===== src/rtl/bsg_pkg.sv =====
package bsg_pkg;

  typedef struct packed {
    logic ext_exec;
    logic data_xfer;
    logic table_rd;
    logic latch_quiet;
  } cyc_class_t;

  localparam cyc_class_t CLASS_IDLE = '0;

  // latching is allowed unless quiet is set while running internal code
  // outside a data or table-read cycle
  function automatic logic latch_allowed(cyc_class_t c);
    return !c.latch_quiet || c.ext_exec || c.data_xfer || c.table_rd;
  endfunction

  // state index st within a cycle of 'states' states
  function automatic logic latch_slot(int unsigned st, int unsigned states,
                                      logic data);
    return ((st == 0) && !data) || (st == states / 2);
  endfunction

  function automatic logic read_slot(int unsigned st, int unsigned states);
    return (st != 0) && (st != states / 2);
  endfunction

endpackage


===== src/rtl/bsg_phase_ctr.sv =====
module bsg_phase_ctr #(
  parameter int unsigned PHASES = 12,
  localparam int unsigned PW = $clog2(PHASES)
) (
  input  logic          clk,
  input  logic          rst_n,
  output logic [PW-1:0] phase_q,
  output logic [PW-1:0] phase_d,
  output logic          cycle_start
);
  localparam logic [PW-1:0] LAST = PW'(PHASES - 1);

  assign cycle_start = (phase_q == LAST);

  always_comb begin
    if (cycle_start) phase_d = '0;
    else             phase_d = phase_q + 1'b1;
  end

  always_ff @(posedge clk) begin
    if (!rst_n) phase_q <= LAST;
    else        phase_q <= phase_d;
  end

  // a cycle is only ever entered from its last phase
  p_phase_wrap_r7: assert property (@(posedge clk) disable iff (!rst_n)
    (phase_q == '0) |-> ($past(phase_q) == LAST));

endmodule


===== src/rtl/bsg_class_reg.sv =====
module bsg_class_reg
  import bsg_pkg::*;
(
  input  logic       clk,
  input  logic       rst_n,
  input  logic       cycle_start,
  input  cyc_class_t cls_in,
  output cyc_class_t cls_q,
  output cyc_class_t cls_d
);
  assign cls_d = cycle_start ? cls_in : cls_q;

  always_ff @(posedge clk) begin
    if (!rst_n) cls_q <= CLASS_IDLE;
    else        cls_q <= cls_d;
  end

  // the class holds through the cycle
  p_class_hold_r9: assert property (@(posedge clk) disable iff (!rst_n)
    !cycle_start |=> $stable(cls_q));

endmodule


===== src/rtl/bsg_strobe_out.sv =====
module bsg_strobe_out
  import bsg_pkg::*;
#(
  parameter int unsigned CLKS_PER_STATE = 2,
  parameter int unsigned STATES = 6,
  localparam int unsigned PHASES = CLKS_PER_STATE * STATES,
  localparam int unsigned PW = $clog2(PHASES)
) (
  input  logic          clk,
  input  logic          rst_n,
  input  logic [PW-1:0] phase_d,
  input  cyc_class_t    cls_d,
  output logic          addr_latch,
  output logic          prog_rd_n
);
  int unsigned st_n;
  logic        latch_n;
  logic        rd_n;

  always_comb begin
    st_n    = 32'(phase_d) / CLKS_PER_STATE;
    latch_n = latch_allowed(cls_d) && latch_slot(st_n, STATES, cls_d.data_xfer);
    rd_n    = !(cls_d.ext_exec && !cls_d.data_xfer && read_slot(st_n, STATES));
  end

  always_ff @(posedge clk) begin
    if (!rst_n) begin
      addr_latch <= 1'b0;
      prog_rd_n  <= 1'b1;
    end else begin
      addr_latch <= latch_n;
      prog_rd_n  <= rd_n;
    end
  end

  // latch pulse and read strobe never overlap
  p_no_overlap_r2: assert property (@(posedge clk) disable iff (!rst_n)
    !(addr_latch && !prog_rd_n));

  generate
    if (CLKS_PER_STATE > 1) begin : g_wide
      // a latch pulse lasts more than one clock
      p_pulse_width_r1: assert property (@(posedge clk) disable iff (!rst_n)
        $rose(addr_latch) |=> addr_latch);
    end
  endgenerate

endmodule


===== src/rtl/bus_strobe_gen.sv =====
module bus_strobe_gen
  import bsg_pkg::*;
#(
  parameter int unsigned CLKS_PER_STATE = 2,
  parameter int unsigned STATES = 6
) (
  input  logic clk,
  input  logic rst_n,
  input  logic ext_exec,
  input  logic data_xfer,
  input  logic table_rd,
  input  logic latch_quiet,
  output logic addr_latch,
  output logic prog_rd_n
);
  localparam int unsigned PHASES = CLKS_PER_STATE * STATES;
  localparam int unsigned PW = $clog2(PHASES);
  localparam int unsigned MID = (STATES / 2) * CLKS_PER_STATE;

  logic [PW-1:0] phase_q;
  logic [PW-1:0] phase_d;
  logic          cycle_start;
  cyc_class_t    cls_in;
  cyc_class_t    cls_q;
  cyc_class_t    cls_d;

  assign cls_in = '{ext_exec: ext_exec, data_xfer: data_xfer,
                    table_rd: table_rd, latch_quiet: latch_quiet};

  bsg_phase_ctr #(.PHASES(PHASES)) u_phase (
    .clk(clk), .rst_n(rst_n), .phase_q(phase_q), .phase_d(phase_d),
    .cycle_start(cycle_start)
  );

  bsg_class_reg u_class (
    .clk(clk), .rst_n(rst_n), .cycle_start(cycle_start), .cls_in(cls_in),
    .cls_q(cls_q), .cls_d(cls_d)
  );

  bsg_strobe_out #(.CLKS_PER_STATE(CLKS_PER_STATE), .STATES(STATES)) u_out (
    .clk(clk), .rst_n(rst_n), .phase_d(phase_d), .cls_d(cls_d),
    .addr_latch(addr_latch), .prog_rd_n(prog_rd_n)
  );

  // no read strobe for internal code
  p_rd_internal_r6: assert property (@(posedge clk) disable iff (!rst_n)
    !cls_q.ext_exec |-> prog_rd_n);

  // no read strobe in a data cycle
  p_rd_data_r4: assert property (@(posedge clk) disable iff (!rst_n)
    cls_q.data_xfer |-> prog_rd_n);

  // quiet silences latching outside data and table cycles
  p_quiet_silent_r5: assert property (@(posedge clk) disable iff (!rst_n)
    (cls_q.latch_quiet && !cls_q.ext_exec && !cls_q.data_xfer && !cls_q.table_rd)
      |-> !addr_latch);

  // first latch slot skipped in a data cycle
  p_data_skip_r3: assert property (@(posedge clk) disable iff (!rst_n)
    (cls_q.data_xfer && (32'(phase_q) < CLKS_PER_STATE)) |-> !addr_latch);

  // external execution always gets the mid-cycle latch pulse
  p_ext_override_r8: assert property (@(posedge clk) disable iff (!rst_n)
    (cls_q.ext_exec && (32'(phase_q) == MID)) |-> addr_latch);

  // external fetch cycle strobes right after the first state
  p_rd_active_r2: assert property (@(posedge clk) disable iff (!rst_n)
    (cls_q.ext_exec && !cls_q.data_xfer && (32'(phase_q) == CLKS_PER_STATE))
      |-> !prog_rd_n);

endmodule


===== config.mk =====
export PLATFORM = sky130hd
export DESIGN_NAME = bus_strobe_gen
export DESIGN_NICKNAME = d
export VERILOG_FILES = /design/src/rtl/bsg_pkg.sv /design/src/rtl/bsg_phase_ctr.sv /design/src/rtl/bsg_class_reg.sv /design/src/rtl/bsg_strobe_out.sv /design/src/rtl/bus_strobe_gen.sv
export SDC_FILE = /design/constraint.sdc
export NUM_CORES = 1
export LEC_CHECK = 0
export BUFFER_PORTS_ARGS = -buffer_cell sky130_fd_sc_hd__buf_4
export CELL_PAD_IN_SITES_DETAIL_PLACEMENT = 1
export CELL_PAD_IN_SITES_GLOBAL_PLACEMENT = 1
export CORE_AREA = 2 2 39 41
export CTS_BUF_LIST = sky130_fd_sc_hd__clkbuf_4
export DETAILED_ROUTE_END_ITERATION = 7
export DIE_AREA = 0 0 41 43
export PLACE_DENSITY = 0.66
export SYNTH_ARGS = -nofsm -noshare
export SYNTH_HDL_FRONTEND = slang
export SYNTH_SLANG_ARGS = --single-unit

===== constraint.sdc =====
create_clock -name clk -period 4.6 [get_ports clk]
set_clock_uncertainty 0.2 [all_clocks]
set_input_delay 0.92 -clock clk [delete_from_list [all_inputs] [get_ports clk]]
set_output_delay 0.92 -clock clk [all_outputs]
set_load 0.02 [all_outputs]

==> results.toml, run 1 <==
[grt]
grt_start_max_net_pins = 10
grt_use_met1_pct = 20.78
met2_usage_pct = 22.19
grt_pass1_vias = 395
grt_use_met3_pct = 9.424
grt_use_total_pct = 16.92
top_usage_layer = "met2"
antenna_found_initial = 0
overflow = 0
grt_pass1_wl_um = 1856

[floorplan]
die_h_um = 43
start_util_pct = 34.36
die_x_um = 41
io_pins = 8
design.die.area_mm2 = 0.001763
row_count = 14
core_area_mm2 = 0.001384

[routing]
wl_per_cell_um = 12.67
vias_per_cell = 5.053
drt_pre_antenna_iters = 3
drcViolationCount = 0
drt_iter0_drc = 8
wl_um = 950
vias = 379
ant_nets = 0

[clock_network]
cts_root_buf = "clkbuf_4"
clock-sinks = 10
hold_buffers = 0
ctsResizeCount = 0
clkTransAtPathRegs_ns = 0.06
h-tree-depth = 1
numCtsBuffers = 3
clk_latency_ns = 0.27
cts_buffer_depth = 2
postCtsSetupRepairBufs = 0
cts_tree = "yes"

[timing]
hold_viol = 0
setup_viol = 0
timing.final.crit_share_pct = 39.85
drv_slew = 0
finalSetupTns_ns = 0
layout_min_cycle_time_ns = 1.833
worst_pin_slew_ns = 0.2684
fmax_mhz = 545.5
holdWs_ns = 0.2914
maxSlewHeadroom_pct = 81.86
rsz0062_at_grt = "no"

[synth]
syn_inst = 50
ys.flop_type = "dfxtp_1"
synth_cell_types = 24
synth_top_cell_by_area = "dfxtp_1"
synth-seq-area-share_pct = 42.11
netlist_top_cells_area = "dfxtp_1, mux2i_1, nand2b_1"
synth_top_area_share_pct = 42.11
synth_area_per_cell_um2 = 9.509
ys_warn_count = 0
syn-num-nets = 57
synth_seq_cells = 10
synth_edf_count = 0
synth_area_um2 = 475.5
async_flop_share_pct = 0

[place]
dp_hpwl_um = 753.1
port_buffers = 7
place_congestion = 0.6703

[cells_and_area]
fillers = 168
num-nets-final = 68
area_growth_pct = 18.95
antenna_cells = 0
drive_gt1_share_pct = 22.03
layout_common_cells = "dfxtp_1, buf_4"
layout_commonest_cell = "dfxtp_1"

[setup_path]
r2r_cells = 5
r2r_slack_ns = 2.88
arrival_ns = 0.71
crit_start = "u_out.addr_latch$_SDFF_PN0_"
cp_max_fo = 1
r2r-start = "u_phase.phase_q[0]$_SDFF_PN1_"
crit_buf_inv = 1
worstPathRequired_ns = 3.48
crit_path_start_kind = "register"
slowest_delay_ns = 0.30
worstReg2RegEnd = "u_out.prog_rd_n$_SDFF_PN1_"
crit_family = "flip-flops"
slowest_stage = "dfxtp_1"
cp-end-kind = "output port"
crit_chain = "buf_4"
crit_type = "reg2out"

[worst_hold_path]
worstHoldEndpoint = "u_phase.phase_q[0]$_SDFF_PN1_"
min_from = "u_phase.phase_q[0]$_SDFF_PN1_"
min_path_cells = 1
hold_path_class = "reg2reg"

[power]
p_leak_uw = 0.0002493
powerDensity_mw_per_mm2 = 446.6
finalPower_uw = 252.6
max-vdd-ir-drop_uv = 206.9

[job]
cap_viol_max_count = 0

[outcome]
status = "complete, no violations"
==> how the worst max path moves through the flow <==
| stage | endpoint | slack [ns] | cells after the start |
|---|---|---|---|
| floorplan | u_out.prog_rd_n$_SDFF_PN1_ | 2.96 | 5 |
| global placement | u_out.addr_latch$_SDFF_PN0_ | 2.86 | 5 |
| detailed placement | u_out.addr_latch$_SDFF_PN0_ | 2.85 | 5 |
| CTS | addr_latch | 2.76 | 1 |
| global route | prog_rd_n | 2.72 | 1 |
| finish | addr_latch | 2.77 | 1 |
==> cells by family after synthesis <==
group / after synthesis / share of synthesized area [%]
buffers and inverters: 2 / 1.840
muxes: 4 / 8.421
xor gates and xnor gates: 2 / 3.685
AOI/OAI and AO/OA: 10 / 15.00
and+or+nand+nor: 21 / 26.32
DFF: 10 / 42.10
adders and majority gates: 1 / 2.631
==> where the power goes <==
part | switching (uW) | internal (uW) | total [uW]
sequential | 10.6 | 100 | 111
combinational | 43.3 | 40.2 | 83.5
clock | 28.1 | 30.1 | 58.3
==> metrics by stage <==
stage                     setup slack [ns]  cells  area (um2)  utilization (%)
after floorplan                      2.963     50       475.5                -
after global placement               2.864     72       543.0            39.24
after detailed placement             2.854     72       543.0            39.24
after CTS                            2.755     75       565.5            40.87
after global routing                 2.725     75       565.5            40.87
final                                2.767     75       565.5            40.87
==> sequential cells by signal, indices dropped and copies added (netlist names) <==
signal,flops
u_phase.phase_q,4
u_class.cls_q,4
u_out.prog_rd_n,1
u_out.addr_latch,1
==> routing by layer <==
metal	share of wire, %	vias up
li1	-	195
met5	0	-
met4	3.1	0
met3	5.3	5
met2	47	6
met1	45	173
==> synth_stat cells (2+ instances only) <==
master,count
nand2b_1,4
nor2b_1,4
o21ai_0,4
nand2_1,2
nor2_1,4
dfxtp_1,10
a21oi_1,2
mux2i_1,4
==> area by class of cell <==
type	instances	area (um2)	share of cell area, %
sequential	10	200.2	35.40
tap	16	20.02	3.540
clock buffer	3	22.52	3.982
inverter	1	3.754	0.6637
multi-input combinational	38	266.5	47.12
timing repair buffer	7	52.55	9.292
No activity file was read; power rests on OpenSTA's default activity.
==> inputs of run 2 (changes only) <==
Settings changed: ABC_AREA set to 1, PLACE_DENSITY 0.66 to 0.68.
Clock period 4.6 ns to 1.8 ns, I/O delays scaled along.
==> run 2 against run 1 <==
Effect of this change:
- setup slack lost 2.5 ns
- final cell count grew 25%
- critical path depth grew 9
- power grew to 3.1 times the previous value
- critical endpoint is now u_out.addr_latch$_SDFF_PN0_
- clock power grew to 2.9 times the previous value
- sequential cell count is the same
- register-to-register slack lost 2.7 ns
- synthesized cell count grew 34%
- count of clock-buffer cells in the layout is the same
- wire length grew 7.3%
==> results.toml, run 2 <==
[clock_network]
h-tree-depth = 1
cts_root_buf = "clkbuf_4"
cts_tree = "yes"
hold_buffers = 0
postCtsSetupRepairBufs = 0
clk_latency_ns = 0.27
clkTransAtPathRegs_ns = 0.08
numCtsBuffers = 3
cts_buffer_depth = 2
clock-sinks = 10
ctsResizeCount = 0

[cells_and_area]
multiInputGateArea_um2 = 197.7
reg_top3 = "u_class.cls_q x4, u_phase.phase_q x4"
num-nets-final = 86
layout_commonest_cell = "nand2_1"
drive_gt1_share_pct = 17.95
fin_cells = 94
area_growth_pct = 23.12
fillers = 188
regArea_um2 = 200.2
layout_common_cells = "nand2_1, inv_1, dfxtp_1"
antenna_cells = 0
post-route-util_pct = 39.96

[routing]
drt_iter0_drc = 5
drcViolationCount = 0
vias_per_cell = 4.543
wl_per_cell_um = 10.84
wl_um = 1019
drt_pre_antenna_iters = 4
vias = 427
ant_nets = 0

[grt]
grt_pass1_vias = 454
grt_pass1_wl_um = 1807
grt_start_max_net_pins = 8
overflow = 0
grt_use_total_pct = 15.87
antenna_found_initial = 0

[place]
place_congestion = 0.6930
dp_hpwl_um = 776.9
port_buffers = 7
place_inst = 90

[synth]
synthTopCellsByCount = "nand2_1, inv_1, dfxtp_1"
synth_area_um2 = 449.2
ys_warn_count = 0
synth_edf_count = 0
async_flop_share_pct = 0
synth_top_cell_by_area = "dfxtp_1"
synth_most_common_cell = "nand2_1"
synth_cell_types = 14
synth-seq-area-share_pct = 44.57
netlist_top_cells_area = "dfxtp_1, nand2_1, inv_1"
synth_seq_cells = 10
synth_top_area_share_pct = 44.57
ys.flop_type = "dfxtp_1"
syn-num-nets = 74
syn_inst = 67
synth_area_per_cell_um2 = 6.704

[floorplan]
core_area_mm2 = 0.001384
die_h_um = 43
design.die.area_mm2 = 0.001763
row_count = 14
io_pins = 8
start_util_pct = 32.46
die_x_um = 41

[setup_path]
crit_path_start_kind = "register"
r2r_slack_ns = 0.22
crit_type = "reg2reg"
worstPathRequired_ns = 1.78
crit_family = "simple AND/OR/NAND/NOR gates"
slowest_delay_ns = 0.38
crit_buf_inv = 2
slowest_stage = "dfxtp_1"
cp_max_fo = 5
crit_chain = "ha_1, nand2_1, nor2_4, nand2_1, nand3_1, nand2_1, clkinv_1, nand2_1, nand2_1, inv_1"
crit_top_cell = "nand2_1"
arrival_ns = 1.56
cp-end-kind = "register"

[power]
max-vdd-ir-drop_uv = 564.3
finalPower_uw = 776.2
p_leak_uw = 0.0003149
powerDensity_mw_per_mm2 = 1404

[timing]
setup_viol = 0
fmax_mhz = 631.9
maxSlewHeadroom_pct = 83.45
drv_slew = 0
holdWs_ns = 0.1025
timing.final.crit_share_pct = 87.92
hold_viol = 0
worst_pin_slew_ns = 0.2479
rsz0062_at_grt = "no"
finalSetupTns_ns = 0
layout_min_cycle_time_ns = 1.583

[job]
cap_viol_max_count = 0

[worst_hold_path]
hold_path_class = "in2reg"

[outcome]
status = "complete, no violations"
==> run 2: cell count changes in the layout (fill, tap and decap cells not counted), moves of 2 or more <==
| cell | change |
|---|---|
| nand2_1 | +22 |
| o21ai_0 | -3 |
| nand3_1 | +5 |
| nor2b_1 | -4 |
| clkinv_1 | +2 |
| mux2i_1 | -4 |
| inv_1 | +12 |
| nand2b_1 | -4 |
==> run 2: area by class of cell <==
type                    count  share of cell area [%]
clock buffers               3                   4.072
inverters                  15                   10.18
repair buffers              7                   9.502
multi-input cells          42                   35.75
well taps                  16                   3.620
flip-flops and latches     10                   36.20
clock inverters             1                  0.6787
==> run 2: worst paths after layout <==
path / start / to / cells past startpoint
worst max-delay path: u_phase.phase_q[0]$_SDFF_PN1_ / u_out.addr_latch$_SDFF_PN0_ / 10
worst min-delay path: rst_n / u_phase.phase_q[1]$_SDFF_PN1_ / 2
worst max register to register: u_phase.phase_q[0]$_SDFF_PN1_ / u_out.addr_latch$_SDFF_PN0_ / 10
worst min register to register: u_phase.phase_q[0]$_SDFF_PN1_ / u_phase.phase_q[0]$_SDFF_PN1_ / 1
==> run 2: metrics by stage <==
stage               setup WS (ns)  cell area, um2
floorplan                  0.3655           449.2
global placement           0.2105           521.8
detailed placement         0.1427           521.8
CTS                        0.1339           548.0
global route             0.006350           553.0
finish                     0.2175           553.0
==> run 2: cells by family (layout without fill, tap and decap cells) <==
family,count (synthesis),count (layout),share of synthesized area (%)
AND/OR/NAND/NOR,37,37,35.66
buffers and inverters,15,26,12.53
flip-flops,10,10,44.57
AO/OA/AOI/OAI,4,4,4.455
adder cells (fa/ha/maj),1,1,2.785
==> run 2: per-layer routing <==
layer	routed length, um	vias up	share of wire (%)	track usage (%)
li1	-	224	-	-
met1	464	194	46	18.42
met2	508	5	50	25.00
met3	18	4	1.8	1.571
met4	28	0	2.7	12.00
met5	0	-	0	0
==> run 2: worst reg2reg max path, stage by stage, from the launching register on <==
cell      delay (ns)
dfxtp_1         0.38
ha_1            0.25
nand2_1         0.11
nor2_4          0.13
nand2_1         0.06
nand3_1         0.12
nand2_1         0.08
clkinv_1        0.04
nand2_1         0.04
nand2_1         0.05
inv_1           0.03
==> run 2: where the power goes <==
group,total (uW),internal [uW],leakage [uW],switching [uW]
registers,312,277,0.0000828,34.4
clock network,169,80.3,0.0000154,88.7
logic,296,109,0.000217,187
total,776,466,0.000315,310
==> inputs of run 3 (changes only) <==
Settings changed: GPL_TIMING_DRIVEN set to 0, SKIP_CTS_REPAIR_TIMING set to 1.
==> run 3 against run 2 <==
Effect of this change:
- first-iteration DRC count rose by 100%
- critical path depth did not move
- register-to-register slack got worse by 0.03 ns
- die area did not move
- non-clock buffer count did not move
- count of clock-buffer cells in the layout did not move
- worst hold slack got worse by 0.0038 ns
- setup slack got worse by 0.028 ns
- clock power fell by 4%
- final cell count did not move
- final area did not move
- largest cell class unchanged
- wire length fell by 1.9%
==> results.toml, run 3 (synthesis gave the netlist of run 2 again) <==
[clock_network]
clock-sinks = 10
cts_root_buf = "clkbuf_4"
clkTransAtPathRegs_ns = 0.07
clk_latency_ns = 0.27
cts_buffer_depth = 2
numCtsBuffers = 3
h-tree-depth = 1
cts_tree = "yes"

[setup_path]
crit_type = "reg2reg"
r2r_cells = 10
worstPathRequired_ns = 1.78
worstReg2RegEnd = "u_out.addr_latch$_SDFF_PN0_"
cp_max_fo = 5
cp-end-kind = "register"
r2r_slack_ns = 0.19
crit_path_start_kind = "register"
r2r-start = "u_phase.phase_q[0]$_SDFF_PN1_"
arrival_ns = 1.59

[routing]
drt_pre_antenna_iters = 2
ant_nets = 0
drt_iter0_drc = 10
drcViolationCount = 0
wl_um = 1000
vias = 420
vias_per_cell = 4.468
wl_per_cell_um = 10.64

[grt]
overflow = 0
grt_use_total_pct = 14.31
grt_start_max_net_pins = 8
antenna_found_initial = 0
grt_pass1_wl_um = 1621
grt_pass1_vias = 409

[worst_hold_path]
min_from = "rst_n"
worstHoldEndpoint = "u_phase.phase_q[1]$_SDFF_PN1_"
min_path_cells = 2
hold_path_class = "in2reg"

[place]
port_buffers = 7
place_inst = 90
dp_hpwl_um = 767.1
placedInstanceArea_um2 = 521.8
place_congestion = 0.6910

[timing]
setup_viol = 0
fmax_mhz = 620.8
timing.final.crit_share_pct = 89.49
finalSetupTns_ns = 0
maxSlewHeadroom_pct = 83.57
hold_viol = 0
drv_slew = 0
worst_pin_slew_ns = 0.2461
layout_min_cycle_time_ns = 1.611

[cells_and_area]
layout_common_cells = "nand2_1, inv_1, dfxtp_1"
layout_commonest_cell = "nand2_1"
area_growth_pct = 23.12
drive_gt1_share_pct = 17.95
antenna_cells = 0
fin_cells = 94
num-nets-final = 86
reg_top3 = "u_class.cls_q x4, u_phase.phase_q x4"
final_cell_area_um2 = 553.0
post-route-util_pct = 39.96

[floorplan]
die_x_um = 41
design.die.area_mm2 = 0.001763
io_pins = 8
die_h_um = 43
start_util_pct = 32.46
core_area_mm2 = 0.001384
row_count = 14

[outcome]
status = "complete, no violations"

[power]
p_leak_uw = 0.0003149
powerDensity_mw_per_mm2 = 1393
max-vdd-ir-drop_uv = 505.7

[job]
cap_viol_max_count = 0
run 3: metal layers:
metal	global-route usage, %	share of wire, %	vias to the layer above
met5	0	0	-
met4	8.000	2.4	0
met3	4.712	3.2	5
met2	22.19	50	6
met1	16.29	45	186
li1	-	-	223
run 3: power breakdown:
group	internal [uW]	switching [uW]
logic	109	188
registers	277	34.5
clock network	80.3	81.7
total	467	304
run 3: final cells by class:
| type | count | area [um2] |
|---|---|---|
| Multi-Input combinational cell | 42 | 197.7 |
| Tap cell | 16 | 20.02 |
| Clock inverter | 1 | 3.754 |
| Fill cell | 198 | 830.8 |
| Inverter | 15 | 56.30 |
| Sequential cell | 10 | 200.2 |
| Clock buffer | 3 | 22.52 |
| Timing Repair Buffer | 7 | 52.55 |
run 3: stage by stage:
| stage | total power, uW | hold slack, ns | setup WS (ns) |
|---|---|---|---|
| after CTS | 775.5 | 0.1019 | 0.09480 |
| after global routing | 840.9 | 0.1140 | -0.01033 |
| after global placement | 602.1 | 0.2632 | 0.1150 |
| final | 770.6 | 0.09876 | 0.1892 |
| after detailed placement | 614.9 | 0.2691 | 0.1023 |
| after floorplan | 522.4 | 0.2288 | 0.3655 |
run 3: critical path, cell delays in order (launching register included):
cell and delay, ns:
dfxtp_1 0.38, ha_1 0.25, nand2_1 0.11, nor2_4 0.15, nand2_1 0.07, nand3_1 0.11
nand2_1 0.07, clkinv_1 0.04, nand2_1 0.04, nand2_1 0.05, inv_1 0.03
run 3: how the worst max path moves through the flow:
| stage | from | end | slack, ns | cells after the start |
|---|---|---|---|---|
| global route | u_phase.phase_q[0]$_SDFF_PN1_ | u_out.addr_latch$_SDFF_PN0_ | -0.01 | 10 |
| detailed placement | u_phase.phase_q[0]$_SDFF_PN1_ | u_out.addr_latch$_SDFF_PN0_ | 0.10 | 10 |
| floorplan | u_phase.phase_q[0]$_SDFF_PN1_ | u_out.addr_latch$_SDFF_PN0_ | 0.37 | 10 |
| CTS | u_phase.phase_q[0]$_SDFF_PN1_ | u_out.addr_latch$_SDFF_PN0_ | 0.09 | 10 |
| finish | u_phase.phase_q[0]$_SDFF_PN1_ | u_out.addr_latch$_SDFF_PN0_ | 0.19 | 10 |
| global placement | u_phase.phase_q[0]$_SDFF_PN1_ | u_out.addr_latch$_SDFF_PN0_ | 0.12 | 10 |
